**src/rtl/gpio_bank_pkg.sv**
```systemverilog
package gpio_bank_pkg;
  localparam int NPORT  = 2;
  localparam int PSEL_W = (NPORT > 1) ? $clog2(NPORT) : 1;
  localparam int ADDR_W = PSEL_W + 2;

  typedef enum logic [1:0] {
    KIND_IN  = 2'd0,
    KIND_OUT = 2'd1,
    KIND_POL = 2'd2,
    KIND_DIR = 2'd3
  } regKind_e;

  typedef struct packed {
    logic [NPORT-1:0]  wrOut;
    logic [NPORT-1:0]  wrPol;
    logic [NPORT-1:0]  wrDir;
    logic [NPORT-1:0]  capIn;
    logic              rdFire;
    regKind_e          rdKind;
    logic [PSEL_W-1:0] rdPort;
  } strobes_t;
endpackage

```
**src/rtl/gpio_bank_ctrl.sv**
```systemverilog
module gpio_bank_ctrl
  import gpio_bank_pkg::*;
(
  input  logic              clk,
  input  logic              rstN,
  input  logic              wrEn,
  input  logic [ADDR_W-1:0] wrAddr,
  input  logic              rdEn,
  input  logic [ADDR_W-1:0] rdAddr,
  output strobes_t          stb
);
  regKind_e          wrKind;
  regKind_e          rdKind;
  logic [PSEL_W-1:0] wrPort;
  logic [PSEL_W-1:0] rdPort;

  assign wrKind = regKind_e'(wrAddr[ADDR_W-1:PSEL_W]);
  assign rdKind = regKind_e'(rdAddr[ADDR_W-1:PSEL_W]);
  assign wrPort = wrAddr[PSEL_W-1:0];
  assign rdPort = rdAddr[PSEL_W-1:0];

  always_comb begin
    stb        = '0;
    stb.rdFire = rdEn;
    stb.rdKind = rdKind;
    stb.rdPort = rdPort;
    if (wrEn) begin
      case (wrKind)
        KIND_OUT: stb.wrOut[wrPort] = 1'b1;
        KIND_POL: stb.wrPol[wrPort] = 1'b1;
        KIND_DIR: stb.wrDir[wrPort] = 1'b1;
        default:  ;
      endcase
    end
    if (rdEn && rdKind == KIND_IN) stb.capIn[rdPort] = 1'b1;
  end


  wr_input_ignored_chk: assert property (@(posedge clk) disable iff (!rstN)
    (wrEn && wrAddr[ADDR_W-1:PSEL_W] == 2'd0) |-> ((stb.wrOut | stb.wrPol | stb.wrDir) == '0));


  wr_onehot_chk: assert property (@(posedge clk) disable iff (!rstN)
    $onehot0({stb.wrOut, stb.wrPol, stb.wrDir}));
endmodule

```
**src/rtl/gpio_bank_dp.sv**
```systemverilog
module gpio_bank_dp
  import gpio_bank_pkg::*;
#(
  parameter int PORT_W = 8
) (
  input  logic                    clk,
  input  logic                    rstN,
  input  strobes_t                stb,
  input  logic [PORT_W-1:0]       wrData,
  input  logic [NPORT*PORT_W-1:0] pinIn,
  output logic [NPORT*PORT_W-1:0] pinOe,
  output logic [NPORT*PORT_W-1:0] pinOut,
  output logic [PORT_W-1:0]       rdData,
  output logic                    rdValid,
  output logic                    irqPullLow
);
  logic [NPORT-1:0][PORT_W-1:0] pinVec;
  logic [NPORT-1:0][PORT_W-1:0] outReg, polReg, dirReg;
  logic [NPORT-1:0][PORT_W-1:0] syncA, syncB, latchReg;
  logic [NPORT-1:0]             pending;

  assign pinVec = pinIn;

  always_ff @(posedge clk or negedge rstN) begin
    if (!rstN) begin
      outReg   <= '1;
      polReg   <= '0;
      dirReg   <= '1;
      syncA    <= '1;
      syncB    <= '1;
      latchReg <= '1;
    end else begin
      syncA <= pinVec;
      syncB <= syncA;
      for (int p = 0; p < NPORT; p++) begin
        if (stb.wrOut[p]) outReg[p] <= wrData;
        if (stb.wrPol[p]) polReg[p] <= wrData;
        if (stb.wrDir[p]) dirReg[p] <= wrData;
        if (stb.capIn[p]) latchReg[p] <= syncB[p];
      end
    end
  end

  always_ff @(posedge clk or negedge rstN) begin
    if (!rstN) begin
      rdData  <= '0;
      rdValid <= 1'b0;
    end else begin
      rdValid <= stb.rdFire;
      if (stb.rdFire) begin
        case (stb.rdKind)
          KIND_IN:  rdData <= syncB[stb.rdPort] ^ polReg[stb.rdPort];
          KIND_OUT: rdData <= outReg[stb.rdPort];
          KIND_POL: rdData <= polReg[stb.rdPort];
          default:  rdData <= dirReg[stb.rdPort];
        endcase
      end
    end
  end

  always_comb begin
    for (int p = 0; p < NPORT; p++)
      pending[p] = |((syncB[p] ^ latchReg[p]) & dirReg[p]);
  end

  assign irqPullLow = |pending;
  assign pinOe      = ~dirReg;
  assign pinOut     = outReg;

  for (genvar p = 0; p < NPORT; p++) begin : gChk

    wr_out_chk: assert property (@(posedge clk) disable iff (!rstN)
      stb.wrOut[p] |=> (outReg[p] == $past(wrData)));

    cap_latch_chk: assert property (@(posedge clk) disable iff (!rstN)
      stb.capIn[p] |=> (latchReg[p] == $past(syncB[p])));
  end


  out_quiet_chk: assert property (@(posedge clk) disable iff (!rstN)
    (dirReg == '0) |-> !irqPullLow);


  rd_valid_chk: assert property (@(posedge clk) disable iff (!rstN)
    stb.rdFire |=> rdValid);
endmodule

```
**src/rtl/gpio_bank.sv**
```systemverilog
module gpio_bank
  import gpio_bank_pkg::*;
#(
  parameter int PORT_W = 8
) (
  input  logic                    clk,
  input  logic                    rstN,
  input  logic                    wrEn,
  input  logic [ADDR_W-1:0]       wrAddr,
  input  logic [PORT_W-1:0]       wrData,
  input  logic                    rdEn,
  input  logic [ADDR_W-1:0]       rdAddr,
  output logic [PORT_W-1:0]       rdData,
  output logic                    rdValid,
  input  logic [NPORT*PORT_W-1:0] pinIn,
  output logic [NPORT*PORT_W-1:0] pinOe,
  output logic [NPORT*PORT_W-1:0] pinOut,
  output logic                    irqPullLow
);
  strobes_t stb;

  gpio_bank_ctrl uCtrl (
    .clk    (clk),
    .rstN   (rstN),
    .wrEn   (wrEn),
    .wrAddr (wrAddr),
    .rdEn   (rdEn),
    .rdAddr (rdAddr),
    .stb    (stb)
  );

  gpio_bank_dp #(.PORT_W(PORT_W)) uDp (
    .clk        (clk),
    .rstN       (rstN),
    .stb        (stb),
    .wrData     (wrData),
    .pinIn      (pinIn),
    .pinOe      (pinOe),
    .pinOut     (pinOut),
    .rdData     (rdData),
    .rdValid    (rdValid),
    .irqPullLow (irqPullLow)
  );
endmodule

```
**config.mk**
```make
export PLATFORM = sky130hd
export DESIGN_NAME = gpio_bank
export DESIGN_NICKNAME = d
export VERILOG_FILES = /design/src/rtl/gpio_bank_pkg.sv /design/src/rtl/gpio_bank_ctrl.sv /design/src/rtl/gpio_bank_dp.sv /design/src/rtl/gpio_bank.sv
export SDC_FILE = /design/constraint.sdc
export NUM_CORES = 1
export LEC_CHECK = 0
export BUFFER_PORTS_ARGS = -buffer_cell sky130_fd_sc_hd__buf_4
export CORE_MARGIN = 5
export CORE_UTILIZATION = 40
export DETAILED_ROUTE_END_ITERATION = 12
export GPL_TIMING_DRIVEN = 1
export SLEW_MARGIN = 20
export SYNTH_ARGS = -nofsm -noshare
export SYNTH_HDL_FRONTEND = slang
export SYNTH_SLANG_ARGS = --single-unit
```
**constraint.sdc**
```tcl
create_clock -name clk -period 2.2 [get_ports clk]
set_input_delay 0 -clock clk [delete_from_list [all_inputs] [get_ports clk]]
set_output_delay 0 -clock clk [all_outputs]
set_load 0.05 [all_outputs]
```
==> impl_results.md <==
- Vias/cell: around 5.2
- Final worst slack: approximately 0.35 ns
- Share of layout cells above drive strength 1: 61.6%
- Buf/Inv on CP: 1
- GRT Resource Usage Total: between 10% and 20%
- Min cycle time layout: between 1.5 and 2 ns
- Worst Hold Class: in2reg
- Yosys top cell by area: dfstp_2
- DRC Markers: 0
- WHS Path Cells: 3
- Clock Skew: between 0.009 and 0.01 ns
- Total gr overflow: 0
- R2r setup slk: 0.74 ns
- Startpoint types: flip-flop
- Root Driver: clkbuf_16
- Post_cts resized: 0
- Crit Path Max Fanout: 4
- Core ar.: approximately 11,000 um^2
- Slowest CP cell: dfstp_2
- CTS tree: yes
- Most frequent cells in the layout: mux2_2 (82), buf_4 (81), dfstp_2 (80)
- Mapped Nets: 352
- Nets: 456
- Leak: approximately 2.4 nW
- Tcrit/Tclk final: 84.3%
- Post-DRT Antenna Nets: 0
- WP data required: around 2.2 ns
- Largest net degree at the start of global routing: 61
- Synth cell types: 38
- FP Rows: 39
- PwrDens: 1030 nW/um^2
- Vias in the first global route: approximately 3,200
- H-tree Lvls: 3
- Worst Reg-to-Reg Cells: 4
- Hpwl dp: 7490 um
- Max-Cap Viols: 0
- Hold Vio Cnt, Final: 0
- Die footprint: roughly 14,000 um^2
- Total number of vias: between 2,000 and 3,000
- Number of synthesized register bits: 105
- Clk sink count: approximately 110
- Clock Pin Slew Worst Setup and Hold Paths: approximately 0.070 ns
- Area Growth Syn to Fin: 28.1%
- Final setup vio count: 0
- Antenna Cells: 0
- Synth top area share: between 40% and 50%
- Slew Limit Fails: 0
- Dominant cells by area after synthesis: dfstp_2 (45%), mux2_2 (20%), dfrtp_1 (14%)
- Critical path class: reg2out
- Register area share after synthesis: between 50 and 60%
- Status: completed
- Clk_lat worst skew: about 0.35 ns
- Chip Height: 118 um
- Hold Crit Start: rdAddr[1]
- Leading cell type in the layout, fill and taps excluded: mux2_2
- Synthesis Warnings: 0
- Top delay family on crit path: flip-flops
- Initial Util: slightly above 40%
- Die W: roughly 120 um
- IO buf count: 75
- Post-synthesis cell count: between 300 and 400
- RSZ-0062 raised after global routing: false
- Max_slew headroom: roughly 50%
- WL/cell: ~19 um
- Max frequency: roughly 540 MHz
- Critical R2R Launch: uDp.syncB[6]
- Critical path's largest stage delay: approximately 0.56 ns
- Drt first pass iters: 4
- CTS buffer count: 9
- Place WS: around 0.72 ns
- Fill cell count: 986
- Max VDD drop: between 0.0005 and 0.0006 V
- Setup crit end kind: primary output
- Slew @ Worst Pin: about 0.74 ns
- Max clock buf depth: 2
- Worst Hold End: uDp.rdData[7]
- Initial antenna violation count: 0
- # IOs: 76
- Global-route wire length before repair: approximately 18,000 um
- Synth Area per Inst: roughly 15 um^2
- Mapped cell area: 4630 um^2
- CP arrival: approximately 1.9 ns
- Worst R2R End: uDp.rdData[6]
- DR iter-0 viols: around 140
- Total negative setup slack: 0 ns
- CP Cell Sequence: xnor2_1 > o22ai_1 > a221oi_1 > nand3_1 > buf_4
- WL final: about 11,000 um
- Gpl congestion: 0.775
## flip-flops by register name (all words and copies together), names as in the netlist
| signal | count |
|---|---|
| uDp.syncA | 16 |
| uDp.rdValid | 1 |
| uDp.syncB | 16 |
| uDp.dirReg | 16 |
| uDp.pinOut | 16 |
| uDp.latchReg | 16 |
| uDp.rdData | 8 |
| uDp.polReg | 16 |
## power by group
group	switching [mW]	internal [mW]	leakage (nW)
Sequential	0.258	2.42	1.14
Clock	0.676	1.03	0.154
Combinational	1.01	0.737	1.16
## synth_stat cells, drive strengths merged
master / number
clkbuf: 6
nand3: 3
nand2: 1
nor2b: 7
o211ai: 7
or3: 1
mux4: 2
xnor2: 12
xor2: 13
dfrtp: 25
o22a: 1
nor4: 1
and2: 2
dfstp: 80
nand4b: 3
nor4b: 1
a31oi: 1
a221oi: 8
mux2: 84
buf: 9
nand2b: 2
nor2: 1
o22ai: 6
nand3b: 1
a222oi: 6
a22oi: 1
nor4bb: 2
o21ai: 1
nor3b: 7
inv: 17
o21a: 6
nand4: 1
## area by class of cell
| class | count | area [um^2] | area share, % |
|---|---|---|---|
| sequential | 105 | 2730 | 46.0 |
| clock inverter | 3 | 65.1 | 1.10 |
| tap | 143 | 179 | 3.02 |
| multi-input combinational | 181 | 1760 | 29.6 |
| clock buffer | 13 | 250 | 4.22 |
| inverter | 17 | 63.8 | 1.08 |
| timing repair buffer | 108 | 888 | 15.0 |
## worst reg2reg max path: cells and delay by family (launching register included)
kind,cells,cell delay [ns]
DFF,1,0.56
muxes,1,0.44
AOI/OAI and AO/OA,2,0.27
xor gates and xnor gates,1,0.06
## metal layers
| layer | up-vias | wire [um] | global-route usage, % |
|---|---|---|---|
| met5 | - | 0 | 0 |
| met4 | 0 | 228 | 6.02 |
| met3 | 19 | 463 | 3.51 |
| met2 | 83 | 5130 | 25.4 |
| met1 | 1501 | 5250 | 22.7 |
| li1 | 1361 | - | - |
## cell families after synthesis
| logic type | Yosys count | synth area share, % |
|---|---|---|
| compound gates | 37 | 6.32 |
| simple gates | 33 | 5.29 |
| buf+inv | 32 | 3.30 |
| flops | 105 | 58.9 |
| mux | 86 | 21.5 |
| xor+xnor | 25 | 4.73 |
## worst max path at each step
stage / startpoint / to / cells after the start
floorplan: uDp.dirReg[5] / irqPullLow / 4
global placement: uDp.syncB[13] / irqPullLow / 5
detailed placement: uDp.syncB[13] / irqPullLow / 5
CTS: uDp.syncB[13] / irqPullLow / 5
global route: uDp.syncB[8] / irqPullLow / 5
finish: uDp.syncB[4] / irqPullLow / 5
## per-stage QoR
stage	cells	total power, mW	hold WS (ns)	instance area, um^2	utilization (%)
finish	570	6.13	0.146	5930	52.2
global route	570	6.41	0.139	5930	52.2
CTS	570	6.19	0.129	5930	52.2
detailed placement	528	4.43	0.0466	5360	47.1
global placement	528	4.40	0.0433	5360	47.1
floorplan	318	3.87	-0.296	4630	-
## what timing repair did
| item | in CTS | in global routing |
|---|---|---|
| setup buffers | 0 | 0 |
| hold buffers | 26 | 0 |
| hold endpoints to repair | 74 | 0 |
(Power assumes the default switching activity.)
